## src/rtl/pinbank_pkg.sv

```systemverilog
package pinbank_pkg;

  // region byte offsets
  localparam int OWN_OFS    = 'h000;
  localparam int GCTL_OFS   = 'h07C;
  localparam int STAT_OFS   = 'h080;
  localparam int EN_OFS     = 'h090;
  localparam int CFG_OFS    = 'h100;
  localparam int CFG_STRIDE = 8;
  localparam int WORD_BYTES = 4;
  localparam int BITS_PER_WORD = 32;

  // configuration word A bit positions
  localparam int CA_OUT = 31;
  localparam int CA_IN  = 30;
  localparam int CA_DIR = 2;
  localparam int CA_USE = 0;
  // configuration word B bit positions
  localparam int CB_SDIS = 2;

  typedef enum logic [2:0] {
    RG_NONE,
    RG_OWN,
    RG_GCTL,
    RG_STAT,
    RG_EN,
    RG_CFGA,
    RG_CFGB
  } region_e;

endpackage

```

## src/rtl/pinbank_decode.sv

```systemverilog
module pinbank_decode
  import pinbank_pkg::*;
#(
  parameter int NUM_PINS = 94,
  parameter int ADDR_W   = 12,
  parameter int PIN_W    = 7,
  parameter int WORD_W   = 2,
  parameter int NWORDS   = 3
) (
  input  logic [ADDR_W-1:0] addr,
  output region_e           region,
  output logic [PIN_W-1:0]  pin_idx,
  output logic [WORD_W-1:0] word_idx
);

  localparam logic [ADDR_W-1:0] CFG_LO  = ADDR_W'(CFG_OFS);
  localparam logic [ADDR_W-1:0] CFG_HI  = ADDR_W'(CFG_OFS + NUM_PINS * CFG_STRIDE);
  localparam logic [ADDR_W-1:0] OWN_LO  = ADDR_W'(OWN_OFS);
  localparam logic [ADDR_W-1:0] OWN_HI  = ADDR_W'(OWN_OFS + NWORDS * WORD_BYTES);
  localparam logic [ADDR_W-1:0] STAT_LO = ADDR_W'(STAT_OFS);
  localparam logic [ADDR_W-1:0] STAT_HI = ADDR_W'(STAT_OFS + NWORDS * WORD_BYTES);
  localparam logic [ADDR_W-1:0] EN_LO   = ADDR_W'(EN_OFS);
  localparam logic [ADDR_W-1:0] EN_HI   = ADDR_W'(EN_OFS + NWORDS * WORD_BYTES);
  localparam logic [ADDR_W-1:0] GCTL_A  = ADDR_W'(GCTL_OFS);

  logic [ADDR_W-1:0] cfg_off, own_off, stat_off, en_off;
  logic              aligned;

  assign cfg_off  = addr - CFG_LO;
  assign own_off  = addr - OWN_LO;
  assign stat_off = addr - STAT_LO;
  assign en_off   = addr - EN_LO;
  assign aligned  = (addr[1:0] == 2'b00);

  always_comb begin
    region   = RG_NONE;
    pin_idx  = PIN_W'(cfg_off >> 3);
    word_idx = '0;
    if (aligned) begin
      if (addr >= CFG_LO && addr < CFG_HI) begin
        region = addr[2] ? RG_CFGB : RG_CFGA;
      end else if (addr == GCTL_A) begin
        region = RG_GCTL;
      end else if (addr >= OWN_LO && addr < OWN_HI) begin
        region   = RG_OWN;
        word_idx = WORD_W'(own_off >> 2);
      end else if (addr >= STAT_LO && addr < STAT_HI) begin
        region   = RG_STAT;
        word_idx = WORD_W'(stat_off >> 2);
      end else if (addr >= EN_LO && addr < EN_HI) begin
        region   = RG_EN;
        word_idx = WORD_W'(en_off >> 2);
      end
    end
  end

endmodule

```

## src/rtl/pinbank_sync.sv

```systemverilog
module pinbank_sync #(
  parameter int WIDTH  = 94,
  parameter int STAGES = 2
) (
  input  logic             clk,
  input  logic             rst,
  input  logic [WIDTH-1:0] d,
  output logic [WIDTH-1:0] q
);

  logic [WIDTH-1:0] stage_q [STAGES];

  always_ff @(posedge clk) begin
    if (rst) begin
      for (int s = 0; s < STAGES; s++) stage_q[s] <= '0;
    end else begin
      stage_q[0] <= d;
      for (int s = 1; s < STAGES; s++) stage_q[s] <= stage_q[s-1];
    end
  end

  assign q = stage_q[STAGES-1];

endmodule

```

## src/rtl/pinbank_pin_cfg.sv

```systemverilog
module pinbank_pin_cfg #(
  parameter int NUM_PINS = 94,
  parameter int PIN_W    = 7
) (
  input  logic                clk,
  input  logic                rst,
  input  logic                wr_a,
  input  logic                wr_b,
  input  logic [PIN_W-1:0]    pin_idx,
  input  logic                wd_out,
  input  logic                wd_dir,
  input  logic                wd_use,
  input  logic                wd_sdis,
  input  logic [1:0]          wd_pull,
  output logic [NUM_PINS-1:0] out_q,
  output logic [NUM_PINS-1:0] dir_q,
  output logic [NUM_PINS-1:0] use_q,
  output logic [NUM_PINS-1:0] sdis_q,
  output logic [1:0]          pull_q [NUM_PINS]
);

  for (genvar p = 0; p < NUM_PINS; p++) begin : g_pin
    logic hit;
    assign hit = (pin_idx == PIN_W'(p));

    always_ff @(posedge clk) begin
      if (rst) begin
        out_q[p] <= 1'b0;
        dir_q[p] <= 1'b1;
        use_q[p] <= 1'b0;
      end else if (wr_a && hit) begin
        out_q[p] <= wd_out;
        dir_q[p] <= wd_dir;
        use_q[p] <= wd_use;
      end
    end

    always_ff @(posedge clk) begin
      if (rst) begin
        sdis_q[p] <= 1'b1;
        pull_q[p] <= 2'b00;
      end else if (wr_b && hit) begin
        sdis_q[p] <= wd_sdis;
        pull_q[p] <= wd_pull;
      end
    end
  end

endmodule

```

## src/rtl/pinbank_bitmaps.sv

```systemverilog
module pinbank_bitmaps #(
  parameter int NUM_PINS = 94,
  parameter int WORD_W   = 2,
  parameter int DATA_W   = 32
) (
  input  logic                clk,
  input  logic                rst,
  input  logic                fw_lock,
  input  logic                wr_own,
  input  logic                wr_stat,
  input  logic                wr_en,
  input  logic [WORD_W-1:0]   word_idx,
  input  logic [DATA_W-1:0]   wdata,
  input  logic [NUM_PINS-1:0] evt_set,
  output logic [NUM_PINS-1:0] own_q,
  output logic [NUM_PINS-1:0] stat_q,
  output logic [NUM_PINS-1:0] en_q
);

  for (genvar p = 0; p < NUM_PINS; p++) begin : g_bit
    localparam int WI = p / DATA_W;
    localparam int BI = p % DATA_W;
    logic sel;
    assign sel = (word_idx == WORD_W'(WI));

    always_ff @(posedge clk) begin
      if (rst)                           own_q[p] <= 1'b1;
      else if (wr_own && sel && !fw_lock) own_q[p] <= wdata[BI];
    end

    always_ff @(posedge clk) begin
      if (rst)                              stat_q[p] <= 1'b0;
      else if (evt_set[p])                  stat_q[p] <= 1'b1;
      else if (wr_stat && sel && wdata[BI]) stat_q[p] <= 1'b0;
    end

    always_ff @(posedge clk) begin
      if (rst)               en_q[p] <= 1'b0;
      else if (wr_en && sel) en_q[p] <= wdata[BI];
    end
  end

endmodule

```

## src/rtl/pinbank_ctrl.sv

```systemverilog
module pinbank_ctrl
  import pinbank_pkg::*;
#(
  parameter int NUM_PINS = 94,
  parameter int ADDR_W   = 12,
  parameter int DATA_W   = 32,
  parameter int SYNC_STAGES = 2
) (
  input  logic                clk,
  input  logic                rst,
  input  logic                fw_lock,
  input  logic                wr_en,
  input  logic                rd_en,
  input  logic [ADDR_W-1:0]   addr,
  input  logic [DATA_W-1:0]   wdata,
  output logic [DATA_W-1:0]   rdata,
  input  logic [NUM_PINS-1:0] pad_in,
  output logic [NUM_PINS-1:0] pad_out,
  output logic [NUM_PINS-1:0] pad_oe,
  input  logic [NUM_PINS-1:0] evt_in,
  output logic                irq_out
);

  localparam int NWORDS = (NUM_PINS + DATA_W - 1) / DATA_W;
  localparam int PADW   = NWORDS * DATA_W;
  localparam int WORD_W = (NWORDS > 1) ? $clog2(NWORDS) : 1;
  localparam int PIN_W  = (NUM_PINS > 1) ? $clog2(NUM_PINS) : 1;

  region_e           region;
  logic [PIN_W-1:0]  pin_idx;
  logic [WORD_W-1:0] word_idx;

  logic [NUM_PINS-1:0] out_q, dir_q, use_q, sdis_q;
  logic [1:0]          pull_q [NUM_PINS];
  logic [NUM_PINS-1:0] own_q, stat_q, en_q;
  logic [NUM_PINS-1:0] sync_in, in_lvl, evt_gated;
  logic [DATA_W-1:0]   gctl_q;
  logic [DATA_W-1:0]   rd_mux;
  logic [PADW-1:0]     own_w, stat_w, en_w;

  pinbank_decode #(
    .NUM_PINS(NUM_PINS), .ADDR_W(ADDR_W), .PIN_W(PIN_W),
    .WORD_W(WORD_W), .NWORDS(NWORDS)
  ) u_dec (
    .addr(addr), .region(region), .pin_idx(pin_idx), .word_idx(word_idx)
  );

  pinbank_pin_cfg #(.NUM_PINS(NUM_PINS), .PIN_W(PIN_W)) u_cfg (
    .clk(clk), .rst(rst),
    .wr_a(wr_en && region == RG_CFGA),
    .wr_b(wr_en && region == RG_CFGB),
    .pin_idx(pin_idx),
    .wd_out(wdata[CA_OUT]), .wd_dir(wdata[CA_DIR]), .wd_use(wdata[CA_USE]),
    .wd_sdis(wdata[CB_SDIS]), .wd_pull(wdata[1:0]),
    .out_q(out_q), .dir_q(dir_q), .use_q(use_q), .sdis_q(sdis_q),
    .pull_q(pull_q)
  );

  pinbank_sync #(.WIDTH(NUM_PINS), .STAGES(SYNC_STAGES)) u_sync (
    .clk(clk), .rst(rst), .d(pad_in), .q(sync_in)
  );

  // sensing gate: a disabled pin reads low and raises no events
  assign in_lvl    = sync_in & ~sdis_q;
  assign evt_gated = evt_in & ~sdis_q;

  pinbank_bitmaps #(.NUM_PINS(NUM_PINS), .WORD_W(WORD_W), .DATA_W(DATA_W)) u_bmp (
    .clk(clk), .rst(rst), .fw_lock(fw_lock),
    .wr_own(wr_en && region == RG_OWN),
    .wr_stat(wr_en && region == RG_STAT),
    .wr_en(wr_en && region == RG_EN),
    .word_idx(word_idx), .wdata(wdata), .evt_set(evt_gated),
    .own_q(own_q), .stat_q(stat_q), .en_q(en_q)
  );

  always_ff @(posedge clk) begin
    if (rst)                              gctl_q <= '0;
    else if (wr_en && region == RG_GCTL)  gctl_q <= wdata;
  end

  // zero-extended bitmaps so the bits past the last pin read 0
  assign own_w  = PADW'(own_q);
  assign stat_w = PADW'(stat_q);
  assign en_w   = PADW'(en_q);

  always_comb begin
    rd_mux = '0;
    unique case (region)
      RG_OWN:  rd_mux = own_w[word_idx*DATA_W +: DATA_W];
      RG_STAT: rd_mux = stat_w[word_idx*DATA_W +: DATA_W];
      RG_EN:   rd_mux = en_w[word_idx*DATA_W +: DATA_W];
      RG_GCTL: rd_mux = gctl_q;
      RG_CFGA: begin
        rd_mux[CA_OUT] = out_q[pin_idx];
        rd_mux[CA_IN]  = in_lvl[pin_idx];
        rd_mux[CA_DIR] = dir_q[pin_idx];
        rd_mux[CA_USE] = use_q[pin_idx];
      end
      RG_CFGB: begin
        rd_mux[CB_SDIS] = sdis_q[pin_idx];
        rd_mux[1:0]     = pull_q[pin_idx];
      end
      default: rd_mux = '0;
    endcase
  end

  always_ff @(posedge clk) begin
    if (rst) begin
      rdata   <= '0;
      pad_out <= '0;
      pad_oe  <= '0;
      irq_out <= 1'b0;
    end else begin
      if (rd_en) rdata <= rd_mux;
      pad_out <= out_q;
      pad_oe  <= own_q & use_q & ~dir_q;
      irq_out <= |(stat_q & en_q);
    end
  end

endmodule

```

## config.mk

```make
export PLATFORM = sky130hd
export DESIGN_NAME = pinbank_ctrl
export DESIGN_NICKNAME = d
export VERILOG_FILES = /design/src/rtl/pinbank_pkg.sv /design/src/rtl/pinbank_decode.sv /design/src/rtl/pinbank_sync.sv /design/src/rtl/pinbank_pin_cfg.sv /design/src/rtl/pinbank_bitmaps.sv /design/src/rtl/pinbank_ctrl.sv
export SDC_FILE = /design/constraint.sdc
export NUM_CORES = 2
export LEC_CHECK = 0
export BUFFER_PORTS_ARGS = -buffer_cell sky130_fd_sc_hd__buf_2
export CORE_MARGIN = 4
export CORE_UTILIZATION = 50
export CTS_CLUSTER_DIAMETER = 50
export DETAILED_ROUTE_END_ITERATION = 12
export PLACE_DENSITY = 0.78
export SLEW_MARGIN = 20
export SYNTH_ARGS = -nofsm -noshare
export SYNTH_HDL_FRONTEND = slang
export SYNTH_SLANG_ARGS = --single-unit
```

## constraint.sdc

```tcl
create_clock -name clk -period 2.74 [get_ports clk]
set_input_delay 0.137 -clock clk [delete_from_list [all_inputs] [get_ports clk]]
set_output_delay 0.137 -clock clk [all_outputs]
set_load 0.02 [all_outputs]
```

After elaboration in Yosys (flattened, before gate mapping)
Memories as Yosys holds them, arrays and structs flattened.
Index checks and enable logic that the tools add are counted.
Widths: inputs -> output; s select.
- input port bits: 237
- output and inout port bits: 221
- register bits: 1099
- ROM bits: 0
- memories kept: 1
- bits in writable memories: 188
- latch bits: 0
- memory list (memory ; words ; width ; read ports ; clocked after memory_dff ; write ports ; line ; source):
    u_sync.stage_q ; 2 ; 94 ; 2 ; 0 ; 2 ; pinbank_sync.sv:11 ; logic [WIDTH-1:0] stage_q [STAGES];
- reductions and logical operators: 403
- add/subtract/negate cells: 3
- $mul: 0
- divide/modulo/power cells: 0
- shifts and indexed selects: 3
- equal/unequal tests: 102
- bitwise logic cells: 10
- multiplexer cells: 224
- magnitude comparators: 10
- operators by type and width (cell ; number):
    $and 94x94->94 ; 5
    $logic_and 1x1->1 ; 304
    $shiftx 96x8->32 ; 3
    $eq 7x6->1 const B ; 32
    $eq 7x7->1 const B ; 30
    $mux 1 ; 196
    $mux 94 ; 2
    $not 94->94 ; 2
    $reduce_bool 2->1 ; 94
    $eq 7x5->1 const B ; 16
    $pmux 27 s4 ; 1
    $reduce_or 94->1 ; 1
    $eq 7x4->1 const B ; 8
    $bmux 1 s7 ; 5
    $eq 7x3->1 const B ; 4
    $ge 12x8->1 const B ; 2
    $lt 12x8->1 const B ; 2
    $mux 2 ; 9
    $mux 3 ; 6
    $bmux 2 s7 ; 1
    $eq 7x2->1 const B ; 2
    $eq 12x7->1 const B ; 1
    $ge 12x1->1 const B ; 1
    $ge 12x9->1 const B ; 1
    20 further kinds ; 27

Logic depth before layout (Yosys ltp)
- depth in word-level cells: 14
- mapped depth: 14
- depth with buffers taken out: 9

Hierarchy
Synthesis repeated with hierarchy kept, for this count alone.
- cell total of the unflattened synthesis: 5796
- area total of the unflattened synthesis: 58083.2 um^2
- modules (own cells, without submodules) (module ; times used ; cells an instance ; area each (um^2) ; sequential area each (um^2)):
    pinbank_pin_cfg ; 1 ; 2084 ; 22740.6 ; 11290.8
    pinbank_ctrl ; 1 ; 2017 ; 17469.3 ; 5064.9
    pinbank_bitmaps ; 1 ; 1161 ; 11453.5 ; 5645.4
    pinbank_sync ; 1 ; 491 ; 6107.1 ; 3763.6
    pinbank_decode ; 1 ; 43 ; 312.8 ; 0.0

Worst setup path after synthesis
No wires, ideal clock.
- path type: in2reg
- from: input addr[8]
- to: register u_bmp.own_q[14]
- stages on the path: 11
- data arrival time: 2.854 ns
- library setup time: 0.129 ns
- data required time: 2.611 ns
- slack: -0.244 ns
- cell sequence: clkbuf_1 > inv_1 > ha_1 > buf_2 > or3b_2 > nor2_1 > nand3_1 > a2111oi_2 > buf_2 > mux2i_1 > nand2_1
- cells in the longest elaborated chain, start to end: 12
- elaborated cells on any way between the ends: 30
- classes of those cells: order compare: 8; eq/ne: 2; mux: 12; reduce/logical: 8
- ends and longest elaborated chain (item ; line ; source):
    from (decl) ; pinbank_ctrl.sv:14 ; input logic [ADDR_W-1:0] addr,
    $ge 12x8->1 or $lt 12x8->1 (tied branches) ; pinbank_decode.sv:50 ; end else if (addr >= EN_LO && addr < EN_HI) begin
    $logic_and 1x1->1 ; pinbank_decode.sv:50 ;
    $mux 3 ; pinbank_decode.sv:50 ;
    $mux 3 ; pinbank_decode.sv:47 ; end else if (addr >= STAT_LO && addr < STAT_HI) begin
    $mux 3 ; pinbank_decode.sv:44 ; end else if (addr >= OWN_LO && addr < OWN_HI) begin
    $mux 3 ; pinbank_decode.sv:42 ; end else if (addr == GCTL_A) begin
    $mux 3 ; pinbank_decode.sv:40 ; if (addr >= CFG_LO && addr < CFG_HI) begin
    $mux 3 ; pinbank_decode.sv:39 ; if (aligned) begin
    $eq 3x1->1 ; pinbank_ctrl.sv:69 ; .wr_own(wr_en && region == RG_OWN),
    $logic_and 1x1->1 ; pinbank_ctrl.sv:69 ;
    $logic_and 1x1->1 * (2 in a row) ; pinbank_bitmaps.sv:28 ; else if (wr_own && sel && !fw_lock) own_q[p] <= wdata[BI];
    to (signal, indexed assignment) ; pinbank_bitmaps.sv:28 ;
    to (decl) ; pinbank_bitmaps.sv:15 ; output logic [NUM_PINS-1:0] own_q,
Every way passes the cells marked *; elsewhere a longest branch is shown, timed or not.
A chain may end at the register's enable or synchronous reset.

Worst setup path after layout
- from: register u_cfg.sdis_q[57]
- to: register rdata[2]
- cells in the longest elaborated chain, start to end: 3
- ends and longest elaborated chain (item ; line ; source):
    from (decl) ; pinbank_pin_cfg.sv:18 ; output logic [NUM_PINS-1:0] sdis_q,
    from (signal, indexed assignment) ; pinbank_pin_cfg.sv:43 ; sdis_q[p] <= wd_sdis;
    $bmux 1 s7 ; pinbank_ctrl.sv:100 ; rd_mux[CB_SDIS] = sdis_q[pin_idx];
    $mux 1 (implied by the code) ; pinbank_ctrl.sv:100 ;
    $pmux 1 s6 ; pinbank_ctrl.sv:88 ; unique case (region)
    to (signal assigned) ; pinbank_ctrl.sv:114 ; if (rd_en) rdata <= rd_mux;
    to (decl) ; pinbank_ctrl.sv:16 ; output logic [DATA_W-1:0] rdata,
No other way between the ends. The select of a mux whose other input is x is not followed.

==> impl_results.md <==
* Starting Density at 0.503
* Dpl cell area at 0.0598 mm2
* Number of placement rows at 119
* I/O Buffers at 457
* Largest net degree at the start of global routing at 155
* Setup CP Type: reg -> reg
* DRT iter0 DRCs at 6736
* Max Slew Vio Count at 0
* Hold EP: rdata[2]
* Syn Area/Cell at 9.45 um2
* RSZ-0062 raised after global routing: no
* Slowest-stage cell, CP: a2111oi_0
* Family with the most delay on the worst path: compound AO/OA/AOI/OAI gates
* Longest Clk Path Bufs at 3
* H-tree levels at 4
* Cells after Synth at 5599
* Crit-path max FO at 4
* Met3 Wirelength at 28500 um
* Worst EP required at 3.35 ns
* Number of synthesized flops with an enable pin at 0
* Max Fclk at 0.367 GHz
* Drt wl/cell at 28.1 um
* Synth Warn # at 0
* Mapped Nets at 5840
* Hold Path Origin: addr[1]
* Final Net Count at 6742
* Reg2reg setup slack at 0.01 ns
* TritonCTS buffer count at 143
* CP Cell Sequence: mux4_2 > nand3b_1 > o21ai_0 > a2111oi_0 > nor4_1 > buf_4 > a2111oi_0 > a311oi_1
* Clk_skew at 0.0273 ns
* Lkg Pwr at 26.2 nW
* Reg2Reg Capture Point: rdata[2]
* GPL Wtd Cong at 1.08
* # setup viols final at 0
* DIE AREA at 0.111 mm2
* Power, Total at 41.4 mW
* First-pass GRT wire length at 323000 um
* Worst Path Buf+Inv at 1
* Drt drc at 0
* Hold Crit Depth at 5
* MaxCap Viol Count at 0
* Synth area leaders: dfxtp_1, mux2i_1, nand2_1
* Worst reg2reg path startpoint: u_cfg.sdis_q[57]
* Core area at 0.105 mm2
* TritonCTS clock tree: done
* Maximum vdd drop at 731 uV
* Layout area overhead at 27.4%
* Minimum clock period at 2.73 ns
* Top-area cell type share of the netlist area at 0.487
* Status: complete, no violations
* Synth Flop Type: dfxtp_1
* Register bit total from synthesis at 1287
* Cell with the most instances after synthesis: dfxtp_1
* Io pins at 458
* Via count at 49500
* Total GRT Usage at 0.390
* Relative slew slack at 0.351
* CTS root buf: clkbuf_16
* Finished Core Util at 0.641
* Worst hold path class: in -> reg
* Fin crit share at 0.995
* Vias/cell at 6.18
* Mapped cell area at 0.0529 mm2
* Design area at 0.0674 mm2
* Startpoint Class: flop
* GRT overflow at 0
* Hpwl dp at 162000 um
* R2r worst-path depth at 8
* PwrDens at 614 mW/mm2
* Die height at 333 um
* DR pass1 iterations at 6
* M1 WL at 80400 um
* Top cells by count, synth: dfxtp_1, nand2_1, mux2i_1, nor2_1, nor2b_1
* Clock-pin slew on the worst setup and hold paths at 0.06 ns
* Max layer used: met5
* Worst-margin pin slew at 0.961 ns
* Post-synth cell types at 84
* Share of post-route cells with drive strength above 1 at 0.214
* Crit path arrival time at 3.34 ns
* Met2 wire length at 94100 um
* Worst path max stage delay at 0.50 ns
* Clock Sinks at 1287
* Crit path capture type: flop
* Async S/R FF share, synth at 0
* Final setup TNS at 0 ns
* Clk_lat worst skew at 0.76 ns
* Most frequent CP cell: a2111oi_0
* Sequential fraction of the synthesis area at 0.487
* Post-route ant nets at 0
* DIE WIDTH at 333 um
* Routed WL at 225000 um
* Final hold vios at 0
* Vias in the first global route at 47600
* Initial antenna violation count at 29
* Yosys top cell by area: dfxtp_1
## through the flow
step | hold WS, ns | cells | setup WS (ns)
after floorplan | 0.265 | 5599 | 0.0238
after global placement | 0.343 | 7475 | -0.358
after detailed placement | 0.349 | 7475 | -0.429
after CTS | 0.00917 | 8006 | 0.153
after global routing | 0.0733 | 8006 | 0.0214
final | 0.0469 | 8019 | 0.0140
## report_power, final
group | internal (mW) | switching [mW] | total (mW)
clock | 11.6 | 8.30 | 19.9
sequential | 18.9 | 0.0725 | 18.9
combinational | 0.983 | 1.61 | 2.59
## cell type report
| class | instances | area [um2] |
|---|---|---|
| fillers | 8227 | 37700 |
| flip-flops and latches | 1287 | 25800 |
| multi-input cells | 3819 | 25300 |
| repair buffers | 1228 | 9630 |
| clock buffers | 182 | 3950 |
| well taps | 1391 | 1740 |
| clock inverters | 77 | 940 |
| inverters | 22 | 90.1 |
| diodes | 13 | 32.5 |
## registers in the layout (all words and copies together), names as in the netlist
name and count:
u_cfg.pull_q 188, irq_out 1, u_cfg.sdis_q 94, u_cfg.out_q 94, gctl_q 32, u_cfg.dir_q 94
rdata 32, u_bmp.stat_q 94, pad_oe 94, u_cfg.use_q 94, u_sync.stage_q 188, u_bmp.en_q 94
pad_out 94, u_bmp.own_q 94
## worst max-delay path by stage
stage,start,end,slack (ns),cells after the start
after floorplan,addr[6],u_bmp.own_q[35],0.02,11
after global placement,addr[6],rdata[14],-0.36,10
after detailed placement,addr[6],rdata[13],-0.43,10
after CTS,u_cfg.sdis_q[55],rdata[30],0.15,8
after global routing,addr[9],u_bmp.stat_q[61],0.02,14
final,u_cfg.sdis_q[57],rdata[2],0.01,8
## logic make-up (layout without fill, tap and decap cells)
| kind of cell | after synthesis | after routing | synth area share |
|---|---|---|---|
| muxes | 697 | 697 | 0.161 |
| AOI/OAI and AO/OA | 756 | 756 | 0.0978 |
| other | 0 | 13 | 0 |
| and+or+nand+nor | 2362 | 2362 | 0.215 |
| adders and majority gates | 4 | 4 | 0.000946 |
| buffers and inverters | 493 | 1509 | 0.0384 |
| DFF | 1287 | 1287 | 0.487 |
## worst min-delay path, cell delays in order
cell       delay, ns
buf_2           0.11
or2_2           0.24
o2bb2ai_1       0.10
nand2b_1        0.08
a311oi_1        0.08
## what timing repair did
item | in CTS | in global routing
setup buffers | 0 | 0
endpoints found under the hold margin | 562 | 0
hold buffers | 272 | 0
setup endpoints to repair | 0 | 1
gates resized for setup | 0 | 1
## cells in the final DEF, fill, tap and decap left out, types with 102 or more instances in the layout
master	count
nand2_1	859
a22oi_1	102
nor2_1	566
nand3_1	211
dfxtp_1	1287
nor2b_1	411
a21oi_1	314
mux4_2	123
buf_4	436
a221oi_1	112
clkbuf_16	147
buf_2	449
mux2i_1	569
dlygate4sd3_1	272
## metal layers
metal,GRT usage,vias to the layer above
li1,-,21300
met5,0,-
met4,0.315,26
met2,0.571,3621
met3,0.115,861
met1,0.477,23700
No activity file was read; power rests on OpenSTA's default activity.
